==> config.mk <==
export PLATFORM = sky130hd
export DESIGN_NAME = status_poll_matcher
export DESIGN_NICKNAME = d
export VERILOG_FILES = /design/src/rtl/spm_pkg.sv /design/src/rtl/spm_compare.sv /design/src/rtl/spm_gap_timer.sv /design/src/rtl/spm_ctrl.sv /design/src/rtl/spm_flag.sv /design/src/rtl/status_poll_matcher.sv
export SDC_FILE = /design/constraint.sdc
export NUM_CORES = 1
export LEC_CHECK = 0
export BUFFER_PORTS_ARGS = -buffer_cell sky130_fd_sc_hd__clkbuf_2
export CAP_MARGIN = 25
export CORE_UTILIZATION = 47
export CTS_BUF_LIST = sky130_fd_sc_hd__clkbuf_4 sky130_fd_sc_hd__clkbuf_8
export DETAILED_ROUTE_END_ITERATION = 10
export PLACE_DENSITY = 0.84
export SLEW_MARGIN = 20
export SYNTH_ARGS = -nofsm -noshare
export SYNTH_HDL_FRONTEND = slang
export SYNTH_SLANG_ARGS = --single-unit
export TNS_END_PERCENT = 10
==> constraint.sdc <==
create_clock -name clk -period 3.85 [get_ports clk]
set_clock_uncertainty 0.2 [all_clocks]
set_input_delay 0.385 -clock clk [delete_from_list [all_inputs] [get_ports clk]]
set_output_delay 0.385 -clock clk [all_outputs]
set_load 0.01 [all_outputs]
==> src/rtl/spm_pkg.sv <==
package spm_pkg;
  typedef enum logic [1:0] {
    ST_IDLE   = 2'd0,
    ST_LAUNCH = 2'd1,
    ST_READ   = 2'd2,
    ST_GAP    = 2'd3
  } spm_state_t;
endpackage

==> src/rtl/spm_compare.sv <==
module spm_compare #(
  parameter int DW  = 32,
  parameter int SZW = 2
) (
  input  logic [DW-1:0]  data,
  input  logic [DW-1:0]  match_val,
  input  logic [DW-1:0]  mask,
  input  logic [SZW-1:0] size,
  input  logic           or_mode,
  output logic           hit
);
  localparam int LANES = DW / 8;

  logic [DW-1:0] part;
  logic [DW-1:0] eq;

  // Each byte lane takes part only when it lies inside the status width.
  for (genvar g = 0; g < LANES; g++) begin : g_lane
    logic lane_on;
    assign lane_on         = (g <= int'(size));
    assign part[g*8 +: 8]  = mask[g*8 +: 8] & {8{lane_on}};
    assign eq[g*8 +: 8]    = ~(data[g*8 +: 8] ^ match_val[g*8 +: 8]);
  end

  always_comb begin
    if (or_mode) hit = |(eq & part);
    else         hit = &(eq | ~part);
  end
endmodule

==> src/rtl/spm_gap_timer.sv <==
module spm_gap_timer #(
  parameter int IW = 16
) (
  input  logic          clk,
  input  logic          rst_n,
  input  logic          load,
  input  logic [IW-1:0] load_val,
  input  logic          run,
  output logic          expired
);
  logic [IW-1:0] cnt_q, cnt_d;
  logic          cnt_en;

  always_comb begin
    cnt_en = load | (run & (cnt_q != '0));
    cnt_d  = load ? load_val : (cnt_q - {{(IW-1){1'b0}}, 1'b1});
  end

  always_ff @(posedge clk or negedge rst_n) begin
    if (!rst_n)      cnt_q <= '0;
    else if (cnt_en) cnt_q <= cnt_d;
  end

  assign expired = (cnt_q == '0);
endmodule

==> src/rtl/spm_ctrl.sv <==
module spm_ctrl
  import spm_pkg::*;
(
  input  logic       clk,
  input  logic       rst_n,
  input  logic       start,
  input  logic       abort,
  input  logic       rd_done,
  input  logic       hit,
  input  logic       auto_stop,
  input  logic       interval_zero,
  input  logic       gap_expired,
  output spm_state_t state,
  output logic       load_gap,
  output logic       eval
);
  spm_state_t state_q, state_d;
  logic       pend_q, pend_d;

  always_comb begin
    state_d  = state_q;
    pend_d   = pend_q;
    load_gap = 1'b0;
    eval     = 1'b0;
    unique case (state_q)
      ST_IDLE: begin
        pend_d = 1'b0;
        if (start) state_d = ST_LAUNCH;
      end
      ST_LAUNCH: begin
        if (abort) pend_d = 1'b1;
        state_d = ST_READ;
      end
      ST_READ: begin
        if (abort) pend_d = 1'b1;
        if (rd_done) begin
          eval = 1'b1;
          if ((hit && auto_stop) || abort || pend_q) begin
            state_d = ST_IDLE;
            pend_d  = 1'b0;
          end else if (interval_zero) begin
            state_d = ST_LAUNCH;
          end else begin
            state_d  = ST_GAP;
            load_gap = 1'b1;
          end
        end
      end
      ST_GAP: begin
        if (abort)            state_d = ST_IDLE;
        else if (gap_expired) state_d = ST_LAUNCH;
      end
      default: state_d = ST_IDLE;
    endcase
  end

  always_ff @(posedge clk or negedge rst_n) begin
    if (!rst_n) begin
      state_q <= ST_IDLE;
      pend_q  <= 1'b0;
    end else begin
      state_q <= state_d;
      pend_q  <= pend_d;
    end
  end

  assign state = state_q;
endmodule

==> src/rtl/spm_flag.sv <==
module spm_flag (
  input  logic clk,
  input  logic rst_n,
  input  logic set,
  input  logic clr,
  output logic flag
);
  logic flag_q, flag_d;

  // A new match outranks a clear in the same cycle.
  always_comb flag_d = set | (flag_q & ~clr);

  always_ff @(posedge clk or negedge rst_n) begin
    if (!rst_n) flag_q <= 1'b0;
    else        flag_q <= flag_d;
  end

  assign flag = flag_q;
endmodule

==> src/rtl/status_poll_matcher.sv <==
module status_poll_matcher
  import spm_pkg::*;
#(
  parameter int DW  = 32,
  parameter int IW  = 16,
  parameter int SZW = 2
) (
  input  logic           clk,
  input  logic           rst_n,
  input  logic [DW-1:0]  cfg_match,
  input  logic [DW-1:0]  cfg_mask,
  input  logic [IW-1:0]  cfg_interval,
  input  logic [SZW-1:0] cfg_size,
  input  logic           cfg_or_mode,
  input  logic           cfg_auto_stop,
  input  logic           start,
  input  logic           abort,
  input  logic           match_clr,
  input  logic [DW-1:0]  rd_data,
  input  logic           rd_done,
  output logic           launch,
  output logic           match_flag,
  output logic           busy
);
  localparam logic [IW-1:0] ONE = {{(IW-1){1'b0}}, 1'b1};

  spm_state_t state;
  logic       hit;
  logic       load_gap;
  logic       eval;
  logic       gap_expired;
  logic       in_gap;
  logic       in_read;
  logic       interval_zero;

  assign interval_zero = (cfg_interval == '0);
  assign in_gap        = (state == ST_GAP);
  assign in_read       = (state == ST_READ);

  spm_compare #(.DW(DW), .SZW(SZW)) u_cmp (
    .data      (rd_data),
    .match_val (cfg_match),
    .mask      (cfg_mask),
    .size      (cfg_size),
    .or_mode   (cfg_or_mode),
    .hit       (hit)
  );

  spm_gap_timer #(.IW(IW)) u_gap (
    .clk      (clk),
    .rst_n    (rst_n),
    .load     (load_gap),
    .load_val (cfg_interval - ONE),
    .run      (in_gap),
    .expired  (gap_expired)
  );

  spm_ctrl u_ctrl (
    .clk           (clk),
    .rst_n         (rst_n),
    .start         (start),
    .abort         (abort),
    .rd_done       (rd_done),
    .hit           (hit),
    .auto_stop     (cfg_auto_stop),
    .interval_zero (interval_zero),
    .gap_expired   (gap_expired),
    .state         (state),
    .load_gap      (load_gap),
    .eval          (eval)
  );

  spm_flag u_flag (
    .clk   (clk),
    .rst_n (rst_n),
    .set   (eval & hit),
    .clr   (match_clr),
    .flag  (match_flag)
  );

  assign launch = (state == ST_LAUNCH);
  assign busy   = (state != ST_IDLE);
endmodule

# ---- Yosys cells after proc, flatten, opt, wreduce, memory -nomap -nowiden
# Index checks and enable logic that the tools add are counted.
dict set report word_totals {
  romBits 0
  ramBits 0
  register_bits 20
  latch_bits 0
  memories 0
  inputBits 122
}
dict set report op_classes {
  bitwise 20
  div 0
  n_mul 0
  mux 19
  shifts 0
  addsub 2
  magnitude_cmp 3
  n_eq_ne 6
  reduce_logical 12
}
# op n
set op_table {}
lappend op_table {{bitwise AND 32 bit} 1}
lappend op_table {{logical NOT 16 bit} 2}
lappend op_table {{inverter 32 bit} 1}
lappend op_table {{inverter 8 bit} 4}
lappend op_table {{bitwise OR 32 bit} 1}
lappend op_table {{AND reduction 32 bit} 1}
lappend op_table {{OR reduction 32 bit} 1}
lappend op_table {{subtractor 16 x 1 -> 16 bit (second input constant)} 2}
lappend op_table {{XOR 8 bit} 4}
lappend op_table {{bitwise AND 8 bit} 3}
lappend op_table {{2-to-1 mux 16 bit} 1}
lappend op_table {{nonzero test 16 bit} 1}
lappend op_table {{2-to-1 mux 2 bit} 6}
lappend op_table {{2-to-1 mux 1 bit} 10}
lappend op_table {{case mux 2 bit (4 select lines)} 1}
lappend op_table {{== test 2 bit (second input constant)} 2}
lappend op_table {{less-or-equal comparator 2 bit (first input constant)} 2}
lappend op_table {{inequality test 2 bit (second input constant)} 2}
lappend op_table {{bitwise AND 1 bit} 3}
lappend op_table {{inequality test 3 bit (second input constant)} 1}
lappend op_table {{case mux 1 bit (3 select lines)} 1}
lappend op_table {{AND reduction 3 bit} 1}
lappend op_table {{nonzero test 3 bit} 1}
lappend op_table {{== test 2 x 1 -> 1 bit (second input constant)} 1}
lappend op_table {{other kinds (7)} 9}

# ---- Logic depth before layout (Yosys ltp)
dict set report depth {
  depth_word 13
  depth_mapped 16
}

# ---- Modules after synthesis
# From an unflattened synthesis, not the netlist that was laid out.
dict set report unflattened {
  hier_cells 324
  area_unflattened_um2 2538.7
}
# module seq_area_each_um2 n_inst area_per_inst_um2 cells_each
set by_module_without_submodules {}
lappend by_module_without_submodules {spm_gap_timer 400.4 1 1054.8 124}
lappend by_module_without_submodules {spm_compare 0.0 1 805.8 121}
lappend by_module_without_submodules {status_poll_matcher 0.0 1 334.1 47}
lappend by_module_without_submodules {spm_ctrl 75.1 1 307.8 29}
lappend by_module_without_submodules {spm_flag 25.0 1 36.3 3}

# ---- Worst setup path after synthesis
# OpenSTA, ideal clock, no wires.
dict set report synth_timing {
  kind {input port to flip-flop}
  startpoint {input cfg_interval[5]}
  endpoint {register u_gap.cnt_q[14]}
  arrival_time_ps 3410
  cell_stages 15
  setup_slack_ps 117
  n_path_buf 2
  cell_sequence {or4_4 nor3_4 nand3_2 or3_1 nand2_1 a211o_4 buf_8 mux2i_1 ha_1 clkbuf_1 nand3_2 nor3b_2 nor4b_1 xnor2_1 a21oi_1}
}
dict set report synth_between {
  elab_chain_len 6
}
# item line
set synth_lines {}
lappend synth_lines {{start, declared} status_poll_matcher.sv:12} ;# input logic [IW-1:0] cfg_interval,
lappend synth_lines {{branches (longest 6 deep; another with subtractor 16 x 1 -> 16 bit)} n/a}
lappend synth_lines {{end signal, assigned} spm_gap_timer.sv:21} ;# else if (cnt_en) cnt_q <= cnt_d;
lappend synth_lines {{end, declared} spm_gap_timer.sv:11} ;# logic [IW-1:0] cnt_q, cnt_d;
# Several ways; the timed one is not identified.
# A chain may end at the register's enable or synchronous reset.

# ---- Final worst setup path
# Ends and elaborated chain as after synthesis.

==> summary.txt <==
Outcome
  • Status: complete, no violations

Global routing
  • Global-route usage over all layers: 25.7%
  • Vias in the first global route: ~2,500
  • Overflow after GRT: 0
  • First-pass GRT wire length: approximately 11,000 µm
  • Largest net degree at the start of global routing: 25
  • Antenna violations before repair: 0

Timing
  • Setup-failing EPs final: 0
  • Slew Viols, Final: 0
  • Unrepaired setup endpoints after global routing: false
  • Hold Fails Final Rpt: 0
  • Slew margin rel.: 57.9%
  • Worst slew pin tran: around 0.63 ns
  • Fin Setup TNS: 0 ns
  • Max Freq: ~0.29 GHz
  • Tcrit/Tclk final: between 80% and 90%
  • Tmin final: around 3.4 ns

Clock tree
  • Clk_lat worst skew: ~0.27 ns
  • CTS Buf Count: 3
  • CTS tree: done
  • Post-CTS Setup Inserts: 0
  • Post_cts resized: 0
  • Max clock buf depth: 2
  • CTS root buf: clkbuf_8
  • CTS H-Tree Depth: 1
  • # clock sinks: 20
  • Worst-path clk slew: 0.08 ns

Critical path
  • R2r setup slk: slightly below 1 ns
  • Worst Setup End Kind: flip-flop
  • Critical Path Source: cfg_interval[5]
  • Crit start category: input pin
  • Critical Path AT: between 3 and 4 ns
  • Crit path required time: 3.85 ns
  • Crit path max fanout: 9
  • Critical path class: input pin to flip-flop
  • R2R Path Start: u_ctrl.state[0]$_DFFE_PN0P_

Placed design
  • Cell count after placement: between 400 and 500
  • HPWL Detailed: 5630 µm
  • Port Buffers: between 100 and 150
  • GP Congestion: 0.863

Cells and area
  • Post-Layout Cell Count: around 500
  • Commonest non-fill, non-tap cell in the layout: clkbuf_2
  • Antenna diode count: 0
  • Most frequent cells in the layout: clkbuf_2, xor2_1, inv_1
  • Fin nets: approximately 550
  • Share of cells above drive strength 1: between 30 and 40%
  • Area grow syn2layout: 33.5%

Route
  • Via density: roughly 5.3
  • DRT antenna net count: 0
  • Detailed Routing Iterations Pass 1: 4
  • Wirelength, routed: just under 7000 µm
  • First DRT Iteration DRCs: between 100 and 150
  • Via Count: 2,616
  • Post-route DRC: 0
  • DR WL/cell: between 10 and 15 µm

Synthesis
  • Post-synth ARST share: 100%
  • Top FF cell, synth: dfrtp_1
  • Number of synthesized flops with an enable pin: 0
  • Synth Cell Area: 2300 µm²
  • Net Count, Synth: ~420
  • Mapped Avg Cell Area: just under 8 µm²
  • Yosys warning total: 0
  • Yosys reg bits: 20
  • Seq/Total Area, Yosys: a little over a fifth
  • Yosys cell types: 52
  • Synth Instances: between 200 and 300

Power
  • Peak supply drop: 360 µV
  • Total power: 1230 µW
  • Pleak: about 0.0016 µW
  • Power per Cell Area: 401 nW/µm²

Floorplan
  • Die Y: just over 70 µm
  • Die area: slightly above 5000 µm²
  • Initial core utilization: between 40% and 50%
  • Die W: just over 70 µm
  • Core Area: 4720 µm²
  • Ports: between 100 and 150
  • Core Rows: 25

Run
  • Max-cap violations: 0

Hold path
  • Hold WC Path Type: input pin to flip-flop
  • HP Start: cfg_interval[0]
sequential cells by signal (all words and copies together), names as in the netlist:
name           count
u_flag.flag        1
u_gap.cnt_q       16
u_ctrl.pend_q      1
u_ctrl.state       2
cell families after synthesis:
| family | after synthesis | share of synthesized area, % |
|---|---|---|
| multiplexers | 4 | 1.74 |
| buffers and inverters | 41 | 7.67 |
| AND/OR/NAND/NOR | 87 | 19.2 |
| adder cells (fa/ha/maj) | 7 | 3.81 |
| AO/OA/AOI/OAI | 78 | 23.7 |
| flip-flops | 20 | 21.8 |
| XOR/XNOR | 58 | 22.1 |
final timing paths:
check	end	depth (start not counted)
max in group asynchronous	u_gap.cnt_q[0]$_DFFE_PN0P_	2
min reg2reg	u_flag.flag$_DFF_PN0_	1
max	u_gap.cnt_q[14]$_DFFE_PN0P_	15
max reg2reg	u_gap.cnt_q[14]$_DFFE_PN0P_	12
min in group asynchronous	u_gap.cnt_q[5]$_DFFE_PN0P_	2
min	u_gap.cnt_q[0]$_DFFE_PN0P_	2
critical path, cell delays in order:
cell and delay (ns):
clkbuf_2 0.10, or4_4 0.57, nor3_4 0.19, nand3_2 0.15
or3_1 0.40, nand2_1 0.10, a211o_4 0.15, mux2i_1 0.22
ha_1 0.21, buf_4 0.15, nand2_1 0.09, nor4b_1 0.37
xor2_1 0.17, nor2_1 0.05, a21oi_1 0.10
final cells by class:
type | count | area (µm²)
inverters | 35 | 131
fillers | 404 | 1650
multi-input cells | 234 | 1620
repair buffers | 129 | 661
well taps | 67 | 83.8
clock inverters | 1 | 30.0
clock buffers | 3 | 41.3
flip-flops and latches | 20 | 500
per-stage QoR:
| step | hold WS [ns] | setup WS [ns] | utilization (%) | area (µm²) |
|---|---|---|---|---|
| finish | 0.210 | 0.442 | 65.0 | 3070 |
| global route | 0.247 | 0.139 | 65.0 | 3070 |
| CTS | 0.214 | 0.469 | 65.0 | 3070 |
| detailed placement | 0.178 | 0.188 | 63.3 | 2990 |
| global placement | 0.171 | 0.300 | 63.3 | 2990 |
| floorplan | -0.111 | 0.117 | - | 2300 |
power breakdown:
group	switching, µW	total (µW)	internal [µW]
Sequential	105	415	310
Clock	75.8	215	139
Combinational	314	602	288
routing by layer:
metal	up-vias	routed length, µm	GRT usage (%)
met5	-	0	0
met4	0	172	9.15
met3	19	376	2.50
met2	118	3440	49.3
met1	1201	2740	29.5
li1	1278	-	-
cells in the mapped netlist, types with 3 or more instances:
library cell | count | area (µm²)
xor2_1 | 38 | 333
inv_1 | 35 | 131
nand2_1 | 27 | 101
nor2_1 | 26 | 97.6
dfrtp_1 | 20 | 500
xnor2_1 | 20 | 175
o21ai_0 | 17 | 85.1
a21oi_1 | 12 | 60.1
o22ai_1 | 12 | 75.1
a22oi_1 | 11 | 82.6
nor3_1 | 8 | 40.0
ha_1 | 7 | 87.6
mux2i_1 | 4 | 40.0
clkbuf_1 | 3 | 11.3
nand3_1 | 3 | 15.0
o21a_1 | 3 | 22.5
timing repair:
action | in CTS | in global routing
hold buffers | 1 | 0
hold endpoints to repair | 20 | 0
endpoints found under the setup margin | 0 | 0
No activity file was read; power rests on OpenSTA's default activity.
